<file path="config.mk">
export PLATFORM = sky130hd
export DESIGN_NAME = tzc_top
export DESIGN_NICKNAME = d
export VERILOG_FILES = /design/src/rtl/tzc_pkg.sv /design/src/rtl/tzc_zone_classify.sv /design/src/rtl/tzc_charge_action.sv /design/src/rtl/tzc_vtarget.sv /design/src/rtl/tzc_event.sv /design/src/rtl/tzc_top.sv
export SDC_FILE = /design/constraint.sdc
export NUM_CORES = 1
export LEC_CHECK = 0
export BUFFER_PORTS_ARGS = -buffer_cell sky130_fd_sc_hd__buf_2
export CAP_MARGIN = 20
export CORE_ASPECT_RATIO = 0.75
export CORE_MARGIN = 5
export CORE_UTILIZATION = 45
export DETAILED_ROUTE_END_ITERATION = 10
export PLACE_DENSITY = 0.76
export SYNTH_ARGS = -nofsm -noshare
export SYNTH_HDL_FRONTEND = slang
export SYNTH_HIERARCHICAL = 1
export SYNTH_SLANG_ARGS = --single-unit
</file>
<file path="constraint.sdc">
create_clock -name clk -period 5.1 [get_ports clk]
set_clock_uncertainty 0.05 [all_clocks]
set_input_delay 0.51 -clock clk [delete_from_list [all_inputs] [get_ports clk]]
set_output_delay 0.51 -clock clk [all_outputs]
set_load 0.01 [all_outputs]
</file>
<file path="src/rtl/tzc_pkg.sv">
package tzc_pkg;

    typedef enum logic [2:0] {
        ZN_NORMAL = 3'd0,
        ZN_COOL   = 3'd1,
        ZN_WARM   = 3'd2,
        ZN_COLD   = 3'd3,
        ZN_HOT    = 3'd4
    } zone_e;

    typedef enum logic [1:0] {
        VO_NONE = 2'd0,
        VO_ONE  = 2'd1,
        VO_TWO  = 2'd2
    } vofs_e;

    typedef struct packed {
        logic cold;
        logic cool;
        logic warm;
        logic hot;
    } cmp_s;

    typedef struct packed {
        logic  suspend;
        logic  tmr_pause;
        logic  cur_reduce;
        logic  cur_sel;
        vofs_e vofs;
        logic  trickle_en;
    } act_s;

    localparam act_s ACT_IDLE = '{suspend: 1'b0, tmr_pause: 1'b0, cur_reduce: 1'b0,
                                  cur_sel: 1'b0, vofs: VO_NONE, trickle_en: 1'b1};

    function automatic logic zone_blocks(zone_e z);
        return (z == ZN_COLD) || (z == ZN_HOT);
    endfunction

endpackage

</file>
<file path="src/rtl/tzc_zone_classify.sv">
module tzc_zone_classify
    import tzc_pkg::*;
(
    input  cmp_s  cmp,
    output zone_e zone
);
    always_comb begin
        if (cmp.cold)      zone = ZN_COLD;
        else if (cmp.hot)  zone = ZN_HOT;
        else if (cmp.cool) zone = ZN_COOL;
        else if (cmp.warm) zone = ZN_WARM;
        else               zone = ZN_NORMAL;
    end
endmodule

</file>
<file path="src/rtl/tzc_charge_action.sv">
module tzc_charge_action
    import tzc_pkg::*;
(
    input  zone_e zone,
    input  logic  en,
    input  logic  cool_sel,
    input  logic  warm_deep,
    input  logic  charging,
    input  logic  btn_low,
    output act_s  act
);
    logic zone_stop;
    logic btn_stop;

    always_comb begin
        zone_stop = en && zone_blocks(zone);
        btn_stop  = charging && btn_low;
        act       = ACT_IDLE;
        act.suspend    = zone_stop || btn_stop;
        act.tmr_pause  = zone_stop;
        act.trickle_en = !(zone_stop || btn_stop);
        if (en && zone == ZN_COOL) begin
            act.cur_reduce = 1'b1;
            act.cur_sel    = cool_sel;
        end
        if (en && zone == ZN_WARM) begin
            act.vofs = warm_deep ? VO_TWO : VO_ONE;
        end
    end
endmodule

</file>
<file path="src/rtl/tzc_vtarget.sv">
module tzc_vtarget
    import tzc_pkg::*;
#(
    parameter int VBAT_W = 10,
    parameter int STEP   = 10
) (
    input  logic [VBAT_W-1:0] vset,
    input  vofs_e             vofs,
    output logic [VBAT_W-1:0] veff
);
    localparam int CW = VBAT_W + 2;
    localparam logic [CW-1:0] SUB_ONE = CW'(STEP);
    localparam logic [CW-1:0] SUB_TWO = CW'(2 * STEP);

    logic [CW-1:0] sub;
    logic [CW-1:0] wide;
    logic [CW-1:0] diff;

    always_comb begin
        case (vofs)
            VO_ONE:  sub = SUB_ONE;
            VO_TWO:  sub = SUB_TWO;
            default: sub = '0;
        endcase
        wide = {2'b00, vset};
        diff = wide - sub;
        veff = (wide >= sub) ? diff[VBAT_W-1:0] : '0;
    end
endmodule

</file>
<file path="src/rtl/tzc_event.sv">
module tzc_event
    import tzc_pkg::*;
(
    input  zone_e zone_nx,
    input  zone_e zone_q,
    input  logic  open_nx,
    input  logic  open_q,
    input  logic  mask,
    output logic  pulse
);
    always_comb begin
        pulse = !mask && ((zone_nx != zone_q) || (open_nx != open_q));
    end
endmodule

</file>
<file path="src/rtl/tzc_top.sv">
module tzc_top
    import tzc_pkg::*;
#(
    parameter int VBAT_W      = 10,
    parameter int VBAT_LSB_MV = 10,
    parameter int OFS_STEP_MV = 100
) (
    input  logic              clk,
    input  logic              rst,
    input  logic              cmp_cold,
    input  logic              cmp_cool,
    input  logic              cmp_warm,
    input  logic              cmp_hot,
    input  logic              clamp_on,
    input  logic              btn_low,
    input  logic              charging,
    input  logic              cfg_en,
    input  logic              cfg_cool_sel,
    input  logic              cfg_warm_deep,
    input  logic              int_mask,
    input  logic [VBAT_W-1:0] vbat_set,
    output logic [2:0]        zone,
    output logic              chg_suspend,
    output logic              tmr_pause,
    output logic              cur_reduce,
    output logic              cur_sel,
    output logic [1:0]        vofs,
    output logic [VBAT_W-1:0] vbat_eff,
    output logic              trickle_en,
    output logic              st_cold,
    output logic              st_cool,
    output logic              st_warm,
    output logic              st_hot,
    output logic              st_open,
    output logic              irq
);
    localparam int STEP_LSB = OFS_STEP_MV / VBAT_LSB_MV;

    cmp_s              cmp;
    zone_e             zone_nx, zone_q;
    act_s              act_nx, act_q;
    logic [VBAT_W-1:0] veff_nx, veff_q;
    logic              open_q;
    logic              pulse_nx, irq_q;

    assign cmp = '{cold: cmp_cold, cool: cmp_cool, warm: cmp_warm, hot: cmp_hot};

    tzc_zone_classify i_classify (
        .cmp  (cmp),
        .zone (zone_nx)
    );

    tzc_charge_action i_action (
        .zone      (zone_nx),
        .en        (cfg_en),
        .cool_sel  (cfg_cool_sel),
        .warm_deep (cfg_warm_deep),
        .charging  (charging),
        .btn_low   (btn_low),
        .act       (act_nx)
    );

    tzc_vtarget #(.VBAT_W(VBAT_W), .STEP(STEP_LSB)) i_vtarget (
        .vset (vbat_set),
        .vofs (act_nx.vofs),
        .veff (veff_nx)
    );

    tzc_event i_event (
        .zone_nx (zone_nx),
        .zone_q  (zone_q),
        .open_nx (clamp_on),
        .open_q  (open_q),
        .mask    (int_mask),
        .pulse   (pulse_nx)
    );

    always_ff @(posedge clk) begin
        if (rst) begin
            zone_q <= ZN_NORMAL;
            act_q  <= ACT_IDLE;
            veff_q <= '0;
            open_q <= 1'b0;
            irq_q  <= 1'b0;
        end else begin
            zone_q <= zone_nx;
            act_q  <= act_nx;
            veff_q <= veff_nx;
            open_q <= clamp_on;
            irq_q  <= pulse_nx;
        end
    end

    assign zone        = zone_q;
    assign chg_suspend = act_q.suspend;
    assign tmr_pause   = act_q.tmr_pause;
    assign cur_reduce  = act_q.cur_reduce;
    assign cur_sel     = act_q.cur_sel;
    assign vofs        = act_q.vofs;
    assign vbat_eff    = veff_q;
    assign trickle_en  = act_q.trickle_en;
    assign st_cold     = (zone_q == ZN_COLD);
    assign st_cool     = (zone_q == ZN_COOL);
    assign st_warm     = (zone_q == ZN_WARM);
    assign st_hot      = (zone_q == ZN_HOT);
    assign st_open     = open_q;
    assign irq         = irq_q;
endmodule

</file>
==> flow_summary.toml <==
[run_status]
status = "finished, final reports clean"

[yosys]
synth_area_um2 = 1150
ys.flop_type = "dfxtp_1"
ys_warn_count = 6
synth.distinct_cells = 41
synth_area_per_cell_um2 = 9.69
synth_fp_nets = 147
ys_seq_area_share_pct = 38.2
synth_edf_count = 0
yosys.area.top_type = "dfxtp_1"
netlist_top_cells_area = "dfxtp_1 38%, nor2b_1 11%, xnor2_1 6.1%"
synth_cells = 119
ys_ff_latch = 22
async_flop_share_pct = 0
synth_top_area_share_pct = 38.2

[die]
num_rows = 15
die-height_um = 53.9
coreArea_um2 = 2360
start_util_pct = 48.8
io_pins = 49
die_area_um2 = 3690
die_w_um = 68.5

[timing]
post-route-period-util_pct = 59.5
slew_violations = 0
tightest_slew_ns = 0.684
hold_viol_final = 0
rsz0062_at_grt = "no"
finalSetupTns_ns = 0
hold_ws_ns = 0.380
finalCriticalPeriod_ns = 3.03
maxSlewHeadroom_pct = 54.1
fin_ws_ns = 2.07
setup_viol = 0
fmax_mhz = 330

[worst_setup_path]
required_ns = 5.25
critPathKind = "primary input to flip-flop"
start_kind = "primary input"
cpPeakStageDelay_ns = 0.42
cpMaxStageDelayCell = "nor4b_1"
crit_path_end_kind = "flip-flop"
crit_path_cell_trace = "buf_2, nor2_1, a21o_1, nor4b_1, nand2b_1, inv_1, ha_1, inv_1, fa_1, a21o_1, a2111oi_2, xnor2_1, a21oi_1, nor2b_1"
cp.arrival_ns = 3.18
crit_fanout = 7

[clock_tree]
htree_levels = 1
clkSinkCount = 22
cts_tree = "yes"
worst_skew_pair.late_latency_ns = 0.31
cts_buffer_depth = 2
cts_inserted_buffers = 3
post_cts_buffers = 0
cts.reportedPaths.clkPinSlew_ns = 0.12
hold_buffers = 0
cts_root_buf = "clkbuf_4"
cts-resized-gates = 0

[drt]
top_layer_used = "met4"
route.met3.wl_um = 182
vias = 1020
wl_met2_mm = 1.24
drt-total-wl_mm = 2.67
met1_length_mm = 1.23
firstDrtPassIters = 4
vias_per_cell = 5.05
drcViolationCount = 0
ant_nets = 0
wl_per_cell_um = 13.2
detailedRoute.firstIterationViolations = 45

[global_route]
grt_start_max_net_pins = 23
grt_pass1_vias = 898
grt_first_pass_wirelength_mm = 4.05
grt_use_total_pct = 14.9
antenna_found_initial = 0
overflow = 0

[placed_design]
dp_hpwl_mm = 2.08
io_buffers = 48
place_ws_ns = 1.75
dp_cells = 198
gp_congestion = 0.741

[layout]
mostFrequentLayoutCell = "buf_2"
drive_gt1_share_pct = 33.9
syn2layout_area_growth_pct = 27.0
antennaDiodeCount = 0
fin_cells = 202
fin_nets = 197
layout_common_cells = "48 x buf_2, 22 x dfxtp_1, 21 x nor2b_1, 8 x xnor2_1, 7 x a21oi_1"

[power_and_ir_drop]
finalPower_w = 0.000399
pwr-share-clk_pct = 33.4
netSwitchingPower_w = 0.000100
internal_power_w = 0.000299
power_density_nw_per_um2 = 272
swShare_pct = 25.2
vdd_drop_max_mv = 0.153
comb_power_share_pct = 20.0
power_leakage_nw = 0.689
seqPwrFrac_pct = 46.6

[hold_path]
hold_class = "primary input to flip-flop"

[run]
cap_violations = 0
==> sequential cells by signal, indices dropped and copies added, names as in the netlist <==
signal and cells:
chg_suspend 1, cur_reduce 1, cur_sel 1, irq 1, st_open 1, tmr_pause 1
trickle_en 1, vbat_eff 10, vofs 2, zone 3
==> layout make-up <==
cell class / count / area [um^2]
Clock buffer: 3 / 22.5
Clock inverter: 1 / 30.0
Fill cell: 221 / 900
Inverter: 6 / 22.5
Multi-Input combinational cell: 88 / 667
Sequential cell: 22 / 440
Tap cell: 34 / 42.5
Timing Repair Buffer: 48 / 240
==> final timing paths <==
| kind | slack, ns | to | depth (start not counted) | from |
|---|---|---|---|---|
| setup / recovery | 2.07 | vbat_eff[7] | 14 | cmp_cool |
| hold reg to reg | 0.68 | irq | 3 | st_open |
| setup reg to reg | 4.11 | irq | 3 | zone[2] |
| hold / removal | 0.38 | st_open | 2 | clamp_on |
==> Yosys cell counts (all sizes together), types with 3 or more instances <==
| cell type | instances |
|---|---|
| nor2 | 5 |
| inv | 6 |
| dfxtp | 22 |
| xnor2 | 8 |
| nor3b | 3 |
| buf | 3 |
| ha | 4 |
| nand2b | 4 |
| nor2b | 21 |
| or4 | 3 |
| a21o | 3 |
| nor4b | 3 |
| a21oi | 8 |
==> stage by stage <==
stage | cell area [um^2] | util (%)
after detailed placement | 1410 | 59.7
final | 1470 | 62.0
after global placement | 1410 | 59.7
after CTS | 1470 | 62.0
after floorplan | 1150 | -
after global routing | 1470 | 62.0
==> power by group through the flow <==
stage / registers, W / clock network, W / logic [W]
2_1_floorplan: 0.000195 / 0 / 0.0000440
3_3_place_gp: 0.000189 / 0 / 0.0000773
3_5_place_dp: 0.000190 / 0 / 0.0000794
4_1_cts: 0.000186 / 0.000137 / 0.0000801
5_1_grt: 0.000187 / 0.000145 / 0.0000875
6_report: 0.000186 / 0.000133 / 0.0000799
==> per-layer routing <==
layer	vias up	track usage [%]
met3	2	4.59
met4	0	4.29
met5	-	0
li1	515	-
met1	469	18.7
met2	34	24.4
==> kinds of logic (layout without fill, tap and decap cells) <==
logic type / Yosys count / count (layout) / synth area share [%]
AND/OR/NAND/NOR: 52 / 52 / 30.9
AO/OA/AOI/OAI: 22 / 22 / 13.9
flip-flops: 22 / 22 / 38.2
buffers and inverters: 9 / 58 / 4.01
XOR/XNOR: 8 / 8 / 6.07
adder cells (fa/ha/maj): 5 / 5 / 6.07
multiplexers: 1 / 1 / 0.868
==> worst max-delay path: cells and delay by family <==
family                     cells  cell delay (ns)
and+or+nand+nor                4             0.80
AOI/OAI and AO/OA              4             0.92
xor gates and xnor gates       1             0.16
adders and majority gates      2             0.54
buffers and inverters          3             0.23
Power figures use the tool's default switching activity.
